File: src/rtl/be_lane_pkg.sv
package be_lane_pkg;
  localparam int DATA_W    = 32;
  localparam int BYTE_W    = 8;
  localparam int NUM_LANES = DATA_W / BYTE_W;
  localparam int LANE_W    = $clog2(NUM_LANES);

  typedef enum logic [1:0] {
    OP_LOAD_WORD  = 2'b00,
    OP_STORE_WORD = 2'b01,
    OP_LOAD_BYTE  = 2'b10,
    OP_STORE_BYTE = 2'b11
  } accOp_e;

  // strobes from control to datapath
  typedef struct packed {
    logic              readEn;   // accepted load this cycle
    logic              wordWr;   // aligned word store
    logic              byteWr;   // byte store
    logic [LANE_W-1:0] lane;     // byte offset of request
    logic              rspValid; // load result cycle
    logic              rspByte;  // result is a byte load
    logic [LANE_W-1:0] rspLane;  // offset of the pending byte load
  } laneStrobe_t;
endpackage

File: src/rtl/be_lane_ctrl.sv
module be_lane_ctrl
  import be_lane_pkg::*;
(
  input  logic              clk,
  input  logic              rstN,
  input  logic              accValid,
  input  accOp_e            accOp,
  input  logic [LANE_W-1:0] laneSel,
  output laneStrobe_t       strb,
  output logic              misaligned
);
  logic isWord;
  logic isLoad;
  logic misal;
  logic rspValidQ;
  logic rspByteQ;
  logic [LANE_W-1:0] rspLaneQ;

  always_comb begin
    isWord = (accOp == OP_LOAD_WORD) || (accOp == OP_STORE_WORD);
    isLoad = (accOp == OP_LOAD_WORD) || (accOp == OP_LOAD_BYTE);
    misal  = accValid && isWord && (laneSel != '0);
  end

  always_ff @(posedge clk) begin
    if (!rstN) begin
      rspValidQ <= 1'b0;
      rspByteQ  <= 1'b0;
      rspLaneQ  <= '0;
    end else begin
      rspValidQ <= accValid && isLoad && !misal;
      rspByteQ  <= (accOp == OP_LOAD_BYTE);
      rspLaneQ  <= laneSel;
    end
  end

  always_comb begin
    strb.readEn   = accValid && isLoad && !misal;
    strb.wordWr   = accValid && (accOp == OP_STORE_WORD) && !misal;
    strb.byteWr   = accValid && (accOp == OP_STORE_BYTE);
    strb.lane     = laneSel;
    strb.rspValid = rspValidQ;
    strb.rspByte  = rspByteQ;
    strb.rspLane  = rspLaneQ;
    misaligned    = misal;
  end

  // byte operations never flag misalignment
  a_r7_byte_never_misaligned: assert property (@(posedge clk) disable iff (!rstN)
    (accValid && (accOp == OP_LOAD_BYTE || accOp == OP_STORE_BYTE)) |-> !misaligned);

  // a flagged access starts no read and no write
  a_r3_misal_inert: assert property (@(posedge clk) disable iff (!rstN)
    misaligned |-> (!strb.readEn && !strb.wordWr && !strb.byteWr));
endmodule

File: src/rtl/be_lane_datapath.sv
module be_lane_datapath
  import be_lane_pkg::*;
#(
  parameter int ADDR_W = 32
) (
  input  logic              clk,
  input  logic              rstN,
  input  laneStrobe_t       strb,
  input  logic [ADDR_W-1:0] byteAddr,
  input  logic [DATA_W-1:0] storeData,
  input  logic [DATA_W-1:0] memRdData,
  output logic [ADDR_W-1:0] memAddr,
  output logic              memRead,
  output logic [DATA_W-1:0] memWrData,
  output logic [NUM_LANES-1:0] memByteEn,
  output logic [DATA_W-1:0] loadData,
  output logic              loadValid
);
  localparam int EXT_W = DATA_W - BYTE_W;

  logic [BYTE_W-1:0] rdByte [NUM_LANES];
  logic [BYTE_W-1:0] pickByte;

  assign memAddr = {byteAddr[ADDR_W-1:LANE_W], {LANE_W{1'b0}}};
  assign memRead = strb.readEn;

  // Lane g sits at bits DATA_W-1-g*BYTE_W downward (big-endian)
  for (genvar g = 0; g < NUM_LANES; g++) begin : g_lane
    localparam int HI = DATA_W - 1 - g * BYTE_W;
    always_comb begin
      memByteEn[NUM_LANES-1-g] = strb.wordWr ||
                                 (strb.byteWr && (strb.lane == LANE_W'(g)));
      if (strb.wordWr)
        memWrData[HI -: BYTE_W] = storeData[HI -: BYTE_W];
      else if (strb.byteWr)
        memWrData[HI -: BYTE_W] = storeData[BYTE_W-1:0];
      else
        memWrData[HI -: BYTE_W] = '0;
      rdByte[g] = memRdData[HI -: BYTE_W];
    end
  end

  assign pickByte  = rdByte[strb.rspLane];
  assign loadValid = strb.rspValid;

  always_comb begin
    if (!strb.rspValid)
      loadData = '0;
    else if (strb.rspByte)
      loadData = {{EXT_W{pickByte[BYTE_W-1]}}, pickByte};
    else
      loadData = memRdData;
  end

  // a byte store enables exactly one lane
  a_r6_single_lane: assert property (@(posedge clk) disable iff (!rstN)
    strb.byteWr |-> ($countones(memByteEn) == 1));

  // a word store enables every lane and passes the word
  a_r2_full_word: assert property (@(posedge clk) disable iff (!rstN)
    strb.wordWr |-> ((&memByteEn) && memWrData == storeData));

  // upper result bits copy the byte's sign
  a_r5_sign_fill: assert property (@(posedge clk) disable iff (!rstN)
    (loadValid && strb.rspByte) |-> (loadData[DATA_W-1:BYTE_W] == {EXT_W{loadData[BYTE_W-1]}}));
endmodule

File: src/rtl/be_lane_lsu.sv
module be_lane_lsu
  import be_lane_pkg::*;
#(
  parameter int ADDR_W = 32
) (
  input  logic              clk,
  input  logic              rstN,
  input  logic              accValid,
  input  logic [1:0]        accOp,
  input  logic [ADDR_W-1:0] byteAddr,
  input  logic [31:0]       storeData,
  input  logic [31:0]       memRdData,
  output logic [ADDR_W-1:0] memAddr,
  output logic              memRead,
  output logic [31:0]       memWrData,
  output logic [3:0]        memByteEn,
  output logic [31:0]       loadData,
  output logic              loadValid,
  output logic              misaligned
);
  laneStrobe_t strb;

  be_lane_ctrl u_ctrl (
    .clk       (clk),
    .rstN      (rstN),
    .accValid  (accValid),
    .accOp     (accOp_e'(accOp)),
    .laneSel   (byteAddr[LANE_W-1:0]),
    .strb      (strb),
    .misaligned(misaligned)
  );

  be_lane_datapath #(.ADDR_W(ADDR_W)) u_dp (
    .clk      (clk),
    .rstN     (rstN),
    .strb     (strb),
    .byteAddr (byteAddr),
    .storeData(storeData),
    .memRdData(memRdData),
    .memAddr  (memAddr),
    .memRead  (memRead),
    .memWrData(memWrData),
    .memByteEn(memByteEn),
    .loadData (loadData),
    .loadValid(loadValid)
  );

  // no activity while no access is presented
  a_r8_idle_quiet: assert property (@(posedge clk) disable iff (!rstN)
    !accValid |-> (memByteEn == '0 && !memRead && !misaligned));

  // a result only follows a read strobe
  a_r8_rsp_after_read: assert property (@(posedge clk) disable iff (!rstN)
    loadValid |-> $past(memRead));

  // misaligned word access leaves memory alone
  a_r3_no_enable: assert property (@(posedge clk) disable iff (!rstN)
    misaligned |-> (memByteEn == '0 && !memRead));
endmodule

File: config.mk
export PLATFORM = sky130hd
export DESIGN_NAME = be_lane_lsu
export DESIGN_NICKNAME = d
export VERILOG_FILES = /design/src/rtl/be_lane_pkg.sv /design/src/rtl/be_lane_ctrl.sv /design/src/rtl/be_lane_datapath.sv /design/src/rtl/be_lane_lsu.sv
export SDC_FILE = /design/constraint.sdc
export NUM_CORES = 1
export LEC_CHECK = 0
export BUFFER_PORTS_ARGS = -buffer_cell sky130_fd_sc_hd__buf_2
export CORE_MARGIN = 8
export CORE_UTILIZATION = 28
export CTS_BUF_LIST = sky130_fd_sc_hd__clkbuf_16
export DETAILED_ROUTE_END_ITERATION = 12
export HOLD_SLACK_MARGIN = 0.03
export PLACE_DENSITY = 0.81
export SETUP_SLACK_MARGIN = 0.5
export SYNTH_ARGS = -nofsm -noshare
export SYNTH_HDL_FRONTEND = slang
export SYNTH_SLANG_ARGS = --single-unit
File: constraint.sdc
create_clock -name clk -period 1.6 [get_ports clk]
set_clock_uncertainty 0.15 [all_clocks]
set_input_delay 0.16 -clock clk [delete_from_list [all_inputs] [get_ports clk]]
set_output_delay 0.16 -clock clk [all_outputs]
set_load 0.05 [all_outputs]
# Yosys cells after proc, flatten, opt, wreduce, memory -nomap -nowiden
# Cells that the tools add are included.
# op_classes
n_bitwise	1
reduce_logical	21
eq_ne	6
n_lt_le_gt_ge	1
mux	10
# ops
operator	count
2-to-1 mux 32 bit	2
2-to-1 mux 8 bit	7
binary-select mux 8 bit (select 2 bit)	1
logical AND 1 bit	11
equality test 2 bit (second input constant)	4
logical OR 1 bit	6
equality test 2 x 1 -> 1 bit (second input constant)	2
zero test 2 bit	2
greater-or-equal comparator 3 bit (second input constant)	1
inverter 2 -> 3 bit	1
nonzero test 2 bit	1
zero test 1 bit	1
# totals
register_bits	4
word_cells	42
output_inout_bits	103
input_bits	101

# Depth between registers and ports, before layout
# Gate-level depths: netlist of run 1.
# logic_depth
depth_word	7
depth_mapped	5
ltp_nobuf	3

# Modules after synthesis
# A second synthesis of run 1 with hierarchy kept.
# unflattened
hier_cells	160
hier_area_um2	1273.7
# modules_own_cells
mod	n_inst	cells_each	seq_area_each_um2	area_each_um2
be_lane_datapath	1	142	0.0	1084.8
be_lane_ctrl	1	18	80.1	188.9

# Worst setup path after synthesis of run 1
# No wires, ideal clock.
# synth_timing
kind	reg2out
startpoint	reg u_ctrl.rspValidQ
endpoint	out loadData[0]
path_buffers	0
path_stages_with_launch	4
arrival_time_ns	1.727
required_time_ns	1.290
slack_ns	-0.437
cell_sequence	dfxtp_1 nand3_1 nor2_1 a221o_1
# synth_between
elab_chain_cells	1
# synth_rtl
item	line_no	text
start, declared	be_lane_ctrl.sv:15	logic rspValidQ;
start signal, assigned	be_lane_ctrl.sv:31	rspValidQ <= accValid && isLoad && !misal;
2-to-1 mux 32 bit	be_lane_datapath.sv:47	if (!strb.rspValid)
end, declared	be_lane_lsu.sv:17	output logic [31:0] loadData,
# No other way between the ends.

# Worst setup path after layout of run 1
# layout_timing
startpoint	reg u_ctrl.rspLaneQ[1]
endpoint	out loadData[28]
# layout_between
elab_chain_cells	6
# layout_rtl
item	line_no	text
start, declared	be_lane_ctrl.sv:17	logic [LANE_W-1:0] rspLaneQ;
start signal, assigned	be_lane_ctrl.sv:33	rspLaneQ <= laneSel;
inverter 2 -> 3 bit (implied by the code)	be_lane_datapath.sv:43	assign pickByte = rdByte[strb.rspLane];
binary-select mux 8 bit (select 2 bit)	be_lane_datapath.sv:43	
2-to-1 mux 8 bit (implied by the code) (2 in a row)	be_lane_datapath.sv:43	
2-to-1 mux 32 bit	be_lane_datapath.sv:49	else if (strb.rspByte)
2-to-1 mux 32 bit	be_lane_datapath.sv:47	
# No other way between the ends. The select of a mux whose other input is x is not followed.

==> reports/summary.txt, run 1 <==
number of global-route vias before repair = 2142
Root Buffer Master = clkbuf_16
die area = 0.00676 mm^2
All-Layer GR Usage = 25.7%
CTS sink cnt = 4
final non-filler cell total = 351
Synth area leader = buf_4
met1 wire length = 3230 um
CP max stage cell = dfxtp_4
CTS tree = done
Clock Tree Buf Depth = 2
Unique masters post-synth = 27
Max VDD drop = 0.376 mV
ys flop type = dfxtp_1
first-pass GRT wire length = 13000 um
ANT cells = 0
crit share post-route = 118%
top-area cell type share of the netlist area = 19.6%
largest net degree at the start of global routing = 26
Initial Utilization = 28.6%
initial antenna violation count = 0
EDFF count, synth = 0
Largest delay share family, worst path = flip-flops
failing checks = negative setup slack
top layer in use = met4
CP Cell Sequence = mux2i_4 > o22ai_4 > buf_12 > a21o_4 > buf_6
WS Path Type = register to output port
Total Power = 1.38 mW
CP Data Required Time = 1.29 ns
Mapped Area = 0.00123 mm^2
final setup violation count = 41
Num CTS Buffers = 3
Routability Congestion = 0.733
fmax = 532 MHz
Via density = 5.78
most common cell after layout, fill and taps aside = buf_2
ys async rst share = 0%
Area contributors post-synth = buf_4 20%, a22o_1 17%, a21o_1 15%
Final WS setup = -0.281 ns
max cap viols = 0
Worst setup EP type = output port
wire length per cell = 28.0 um
worst min path class = input pin to register
metal2 WL = 4880 um
Pwr Density = 386 mW/mm^2
Routed Antenna Nets = 0
Top Ports = 204
row count = 24
highest-count cells in the layout ignoring fill and taps = 65 x buf_2, 48 x buf_8, 42 x buf_6
WP buf/inv = 2
share of layout cells above drive strength 1 = 92.0%
setup_tns = -8.21 ns
Inst Count DP = 323
number of DRC violations after detailed-routing iteration 0 = 75
core box area = 0.00429 mm^2
Clock transition at path regs = 0.03 ns
CP max stage delay = 0.40 ns
hpwl dp = 4910 um
final layout net count = 401
Leak = 1.82 nW
RSZ-0062 raised after global routing = yes
die width = 82.2 um
crit start category = register
status = complete, but fails checks
I/O Buffers = 141
Final min period = 1.88 ns
Die Y = 82.2 um
Mapped Cells = 153
Avg Cell Area, Syn = 8.03 um^2
Routed WL = 9840 um
Seq cells post-synth = 4
Via Count = 2028
synth warn = 0
Residual DRC = 0
Congestion Overflow GR = 0
max-slew violation count = 0
Area Growth Syn to Fin = 191%
Seq/Total Area, Yosys = 6.52%
CP Max Fanout = 10
final hold violation count = 0
WP data arrival = 1.57 ns
first-pass detailed-route iteration total = 4
WL met3 = 1370 um
# H-tree levels = 1
[worst paths after layout]
kind	slack (ns)	endpoint	startpoint	cells after the start
worst max-delay path	-0.28	loadData[28]	u_ctrl.rspLaneQ[1]	5
worst min-delay path	0.05	u_ctrl.rspValidQ	rstN	2
[metal layers]
metal / vias to the layer above / GRT usage, %
met5: - / 0
met4: 0 / 8.25
met3: 34 / 12.9
met2: 177 / 46.0
met1: 980 / 25.1
li1: 837 / -
[timing repair]
action / 4_1_cts / 5_1_grt
buffers inserted: 13 / 3
endpoints found under the hold margin: 1 / 0
endpoints found under the setup margin: 71 / 71
pin swaps: 20 / 16
gates cloned: 7 / 0
hold buffers: 1 / 0
resized for setup: 252 / 8
[area by class of cell]
| type | instances | area, um^2 |
|---|---|---|
| tap | 52 | 65.1 |
| sequential | 4 | 90.1 |
| inverter | 1 | 3.75 |
| timing repair buffer | 183 | 1950 |
| fill | 184 | 724 |
| clock inverter | 1 | 3.75 |
| multi-input combinational | 107 | 1390 |
| clock buffer | 3 | 75.1 |
[cells by family (layout without fill, tap and decap cells)]
group,count (synthesis),after routing,synth area share [%]
muxes,9,9,7.33
other,1,2,0.305
DFF,4,4,6.52
and+or+nand+nor,33,33,15.6
buffers and inverters,44,188,26.8
AOI/OAI and AO/OA,62,63,43.5
[cells in the mapped netlist (2+ instances only)]
cell type / count
a31o_1: 2
mux2i_1: 9
buf_2: 5
a221o_1: 7
buf_6: 5
a22o_1: 24
nand2_1: 4
nor2_1: 10
and2_1: 11
dfxtp_1: 4
a21o_1: 25
buf_4: 32
[registers in the layout (all words and copies together), names as in the netlist]
name              cells
u_ctrl.rspLaneQ       2
u_ctrl.rspByteQ       1
u_ctrl.rspValidQ      1
[per-stage QoR]
step / cell area, um^2 / setup WS, ns / utilization (%) / hold WS [ns]
after global routing: 3570 / -0.319 / 83.1 / 0.0585
after floorplan: 1600 / 0.0515 / - / 0.0815
after CTS: 3500 / -0.279 / 81.6 / 0.0336
after global placement: 2200 / -0.415 / 51.3 / 0.170
final: 3570 / -0.281 / 83.1 / 0.0476
after detailed placement: 2200 / -0.481 / 51.3 / 0.170
[power by group]
group          total, mW  internal (mW)  switching [mW]  leakage [nW]
sequential         0.114          0.104         0.00978        0.0350
combinational      0.857          0.397           0.460          1.74
clock              0.406          0.324          0.0823        0.0423
total               1.38          0.824           0.552          1.82
(Power assumes the default switching activity.)
==> inputs of run 2 (changes only) <==
==> constraint.sdc (replaced) <==
create_clock -name clk -period 1.6 [get_ports clk]
set_clock_uncertainty 0.15 [all_clocks]
set_input_delay 0.08 -clock clk [delete_from_list [all_inputs] [get_ports clk]]
set_output_delay 0.08 -clock clk [all_outputs]
set_load 0.05 [all_outputs]
==> run 2 against run 1 <==
The flow still finishes with violations (negative setup slack). Largest power group unchanged. Core utilization rose by 5.6 points. Count of clock-buffer cells in the layout did not move. Fmax rose by 4.8%. Via count rose by 3.2%. Highest routed layer unchanged. Sequential cell count did not move. Critical path depth did not move. Combinational power rose by 21%.
==> reports/summary.txt, run 2 (synthesis results as in run 1) <==
Leak = 2.15 nW
core box area = 0.00429 mm^2
failing checks = negative setup slack
Num CTS Buffers = 3
CP Max Fanout = 7
Area Growth Syn to Fin = 210%
crit share post-route = 112%
Hold Startpoint = accOp[0]
WP data arrival = 1.56 ns
Clock Tree Buf Depth = 2
CTS sink cnt = 4
status = complete, but fails checks
All-Layer GR Usage = 26.2%
WS Path Type = register to output port
most common cell after layout, fill and taps aside = buf_2
CTS tree = done
WHS Path Cells = 3
die area = 0.00676 mm^2
Largest register FFs = 2
share of layout cells above drive strength 1 = 81.9%
crit start category = register
Die Y = 82.2 um
worst min path class = input pin to register
fmax = 557 MHz
Pwr Density = 411 mW/mm^2
Residual DRC = 0
Clock transition at path regs = 0.03 ns
Worst setup EP type = output port
Via density = 5.51
Initial Utilization = 28.6%
first-pass detailed-route iteration total = 4
Root Buffer Master = clkbuf_16
highest-count cells in the layout ignoring fill and taps = 65 x buf_2, 45 x buf_8, 39 x buf_6
max cap viols = 0
RSZ-0062 raised after global routing = yes
initial antenna violation count = 1
Routed Antenna Nets = 0
Routability Congestion = 0.749
Hold Path End = u_ctrl.rspByteQ
pre-CTS setup slack = -0.363 ns
number of global-route vias before repair = 2319
# H-tree levels = 1
setup_tns = -5.44 ns
final setup violation count = 32
Layout Utilization = 88.7%
Biggest register = u_ctrl.rspLaneQ
number of DRC violations after detailed-routing iteration 0 = 90
Max VDD drop = 0.339 mV
Final WS setup = -0.195 ns
largest net degree at the start of global routing = 26
I/O Buffers = 141
Final min period = 1.79 ns
max-slew violation count = 0
final hold violation count = 0
Top Registers = u_ctrl.rspLaneQ (2), u_ctrl.rspByteQ (1), u_ctrl.rspValidQ (1)
hpwl dp = 4880 um
CP Data Required Time = 1.37 ns
final hold slack = 0.193 ns
Routed WL = 10400 um
slew margin rel. = 62.9%
wire length per cell = 27.2 um
first-pass GRT wire length = 13500 um
Top Ports = 204
row count = 24
Congestion Overflow GR = 0
Via Count = 2093
Least-Margin Pin Slew = 0.559 ns
die width = 82.2 um
final layout net count = 428
==> run 2: cell types whose count changed in the layout (fill, tap and decap cells not counted), sizes merged <==
cell / delta
buf: -7
dlygate4sd3: +4
dlymetal6s4s: +30
diode: +2
==> run 2: worst max path at each step <==
stage | start | end | slack, ns
global route | u_ctrl.rspLaneQ[1] | loadData[4] | -0.27
global placement | u_ctrl.rspLaneQ[1] | loadData[8] | -0.36
floorplan | u_ctrl.rspLaneQ[1] | loadData[11] | 0.13
finish | u_ctrl.rspLaneQ[1] | loadData[22] | -0.19
detailed placement | u_ctrl.rspByteQ | loadData[10] | -0.36
CTS | u_ctrl.rspLaneQ[1] | loadData[8] | -0.19
==> run 2: power by group <==
group | total (mW) | leakage, nW | internal, mW | switching, mW
Combinational | 1.04 | 2.08 | 0.438 | 0.606
Clock | 0.407 | 0.0423 | 0.324 | 0.0829
Sequential | 0.113 | 0.0348 | 0.104 | 0.00978
Total | 1.56 | 2.15 | 0.865 | 0.699
==> run 2: repair_timing <==
action                                 in CTS  in global routing
setup buffers                              12                  5
endpoints found under the hold margin      34                  0
setup endpoints to repair                  70                101
pin swaps                                  10                 14
gates cloned                                4                  0
hold buffers                               35                  0
gates resized for setup                   218                 52
==> run 2: worst max-delay path: stages, from the launching register on <==
cell	delay (ns)
dfxtp_4	0.40
mux2i_4	0.31
o22ai_4	0.12
buf_6	0.16
a21o_4	0.20
buf_6	0.15
==> run 2: metrics by stage <==
step / power [mW] / instance area [um^2] / cells
finish: 1.56 / 3810 / 380
global route: 1.61 / 3810 / 379
CTS: 1.49 / 3610 / 373
detailed placement: 0.696 / 2270 / 318
global placement: 0.689 / 2270 / 318
floorplan: 0.694 / 1700 / 154
==> run 2: area by class of cell <==
type,instances,area [um^2]
Antenna cell,2,5.00
Clock buffer,3,75.1
Clock inverter,1,3.75
Fill cell,172,484
Inverter,1,3.75
Multi-Input combinational cell,107,1380
Sequential cell,4,88.8
Tap cell,52,65.1
Timing Repair Buffer,210,2190
==> run 2: routing by layer <==
metal | GRT usage, % | part of all wire [%]
met4 | 7.72 | 2.5
met3 | 9.85 | 12
met2 | 48.6 | 53
met1 | 26.6 | 33
met5 | 0 | 0
==> inputs of run 3 (changes only) <==
--- a/config.mk
+++ b/config.mk
@@ -12,7 +12,6 @@
 export DETAILED_ROUTE_END_ITERATION = 12
 export HOLD_SLACK_MARGIN = 0.03
 export PLACE_DENSITY = 0.81
-export SETUP_SLACK_MARGIN = 0.5
 export SYNTH_ARGS = -nofsm -noshare
 export SYNTH_HDL_FRONTEND = slang
 export SYNTH_SLANG_ARGS = --single-unit
==> run 3 against run 2 <==
The run still ends with negative setup slack left. Count of clock-buffer cells in the layout stayed put. Sequential share of layout area rose by 0.95 points. Design area decreased by 30%. Sequential cell count unchanged. First-iteration DRC count is 5.6% lower. Critical path type unchanged. Highest routed layer unchanged.
==> reports/summary.txt, run 3 (synthesis results as in run 1) <==
FILL cells = 326
max cap viols = 0
highest-count cells in the layout ignoring fill and taps = 109 x buf_2, 33 x dlygate4sd3_1, 25 x buf_6
initial antenna violation count = 0
Top Ports = 204
row count = 24
Die Y = 82.2 um
Final min period = 1.87 ns
Area after DPL = 0.00182 mm^2
CP Data Required Time = 1.37 ns
fmax = 534 MHz
share of layout cells above drive strength 1 = 66.6%
Biggest register = u_ctrl.rspLaneQ
Clock transition at path regs = 0.03 ns
Least-Margin Pin Slew = 0.547 ns
Max VDD drop = 0.334 mV
first-pass GRT wire length = 10900 um
Initial Utilization = 28.6%
final setup violation count = 32
WHS Path Cells = 2
Area Growth Syn to Fin = 117%
CP Max Fanout = 8
number of DRC violations after detailed-routing iteration 0 = 85
final non-filler cell total = 354
WS Path Type = register to output port
crit share post-route = 117%
Routed WL = 8450 um
final hold violation count = 0
worst min path class = input pin to register
Leak = 1.48 nW
most common cell after layout, fill and taps aside = buf_2
setup_tns = -7.19 ns
number of global-route vias before repair = 2022
CTS sink cnt = 4
Hold Startpoint = byteAddr[1]
Clock Tree Buf Depth = 2
Hold Path End = u_ctrl.rspLaneQ[1]
Final WS setup = -0.274 ns
Via Count = 1957
I/O Buffers = 141
Residual DRC = 0
largest net degree at the start of global routing = 28
max-slew violation count = 0
Routed Antenna Nets = 0
ANT cells = 0
Routability Congestion = 0.809
failing checks = negative setup slack
All-Layer GR Usage = 20.9%
status = complete, but fails checks
Inst Count DP = 313
Top Registers = u_ctrl.rspLaneQ (2), u_ctrl.rspByteQ (1), u_ctrl.rspValidQ (1)
core box area = 0.00429 mm^2
CTS tree = done
final instance area = 0.00267 mm^2
final hold slack = 0.0562 ns
Worst setup EP type = output port
first-pass detailed-route iteration total = 4
Pwr Density = 497 mW/mm^2
# H-tree levels = 1
WP data arrival = 1.64 ns
hpwl dp = 4410 um
Largest register FFs = 2
wire length per cell = 23.9 um
final layout net count = 405
die width = 82.2 um
RSZ-0062 raised after global routing = yes
Root Buffer Master = clkbuf_16
crit start category = register
Congestion Overflow GR = 0
Via density = 5.53
die area = 0.00676 mm^2
Num CTS Buffers = 3
slew margin rel. = 63.4%
Layout Utilization = 62.2%
## run 3: cell types whose count changed in the layout (fill, tap and decap cells not counted), moves of 13 or more
cell and change:
buf_2 +44, buf_8 -35, dlymetal6s4s_1 -31, dlygate4sd3_1 +29, a22o_1 +24, a22o_4 -24, buf_6 -14, a21o_4 -13
## run 3: per-stage QoR
step | setup WS, ns | power [mW]
after floorplan | 0.00453 | 0.632
after global placement | -0.0997 | 0.604
after detailed placement | -0.200 | 0.610
after CTS | -0.192 | 1.26
after global routing | -0.280 | 1.36
final | -0.274 | 1.33
## run 3: worst max-delay path, stage by stage, from the launching register on
cell and delay, ns:
dfxtp_4 0.40, buf_12 0.15, mux2i_4 0.25, nor2_1 0.11
a221o_2 0.34, buf_6 0.16
## run 3: how the worst max path moves through the flow
stage	from	endpoint	slack, ns	depth (start not counted)
global route	u_ctrl.rspLaneQ[1]	loadData[30]	-0.28	5
CTS	u_ctrl.rspLaneQ[1]	loadData[1]	-0.19	5
finish	u_ctrl.rspLaneQ[1]	loadData[5]	-0.27	5
global placement	u_ctrl.rspLaneQ[1]	loadData[26]	-0.1	4
floorplan	u_ctrl.rspValidQ	loadData[0]	0.005	3
detailed placement	u_ctrl.rspLaneQ[1]	loadData[17]	-0.20	4
## run 3: power by group
group	switching, mW	total, mW	internal (mW)
sequential	0.0105	0.116	0.105
clock	0.0868	0.408	0.321
combinational	0.532	0.802	0.270
## run 3: cell type report
cell class / count / area [um^2] / area share (%)
clock buffers: 3 / 75.1 / 2.81
inverters: 1 / 3.75 / 0.141
multi-input cells: 107 / 992 / 37.2
flip-flops and latches: 4 / 87.6 / 3.28
well taps: 52 / 65.1 / 2.44
repair buffers: 187 / 1450 / 54.1
## run 3: metal layers
layer	vias to the layer above	part of all wire (%)	track usage, %
met1	913	32	20.6
met2	179	51	39.3
met3	26	12	5.09
met5	-	0	0
li1	839	-	-
met4	0	4.5	10.7
## run 3: repair_timing
item | 4_1_cts | 5_1_grt
cloned | 1 | 0
endpoints found under the setup margin | 32 | 32
hold buffers | 33 | 0
gates resized for setup | 69 | 34
setup buffers | 3 | 3
pin swaps | 3 | 5
hold endpoints to repair | 34 | 0
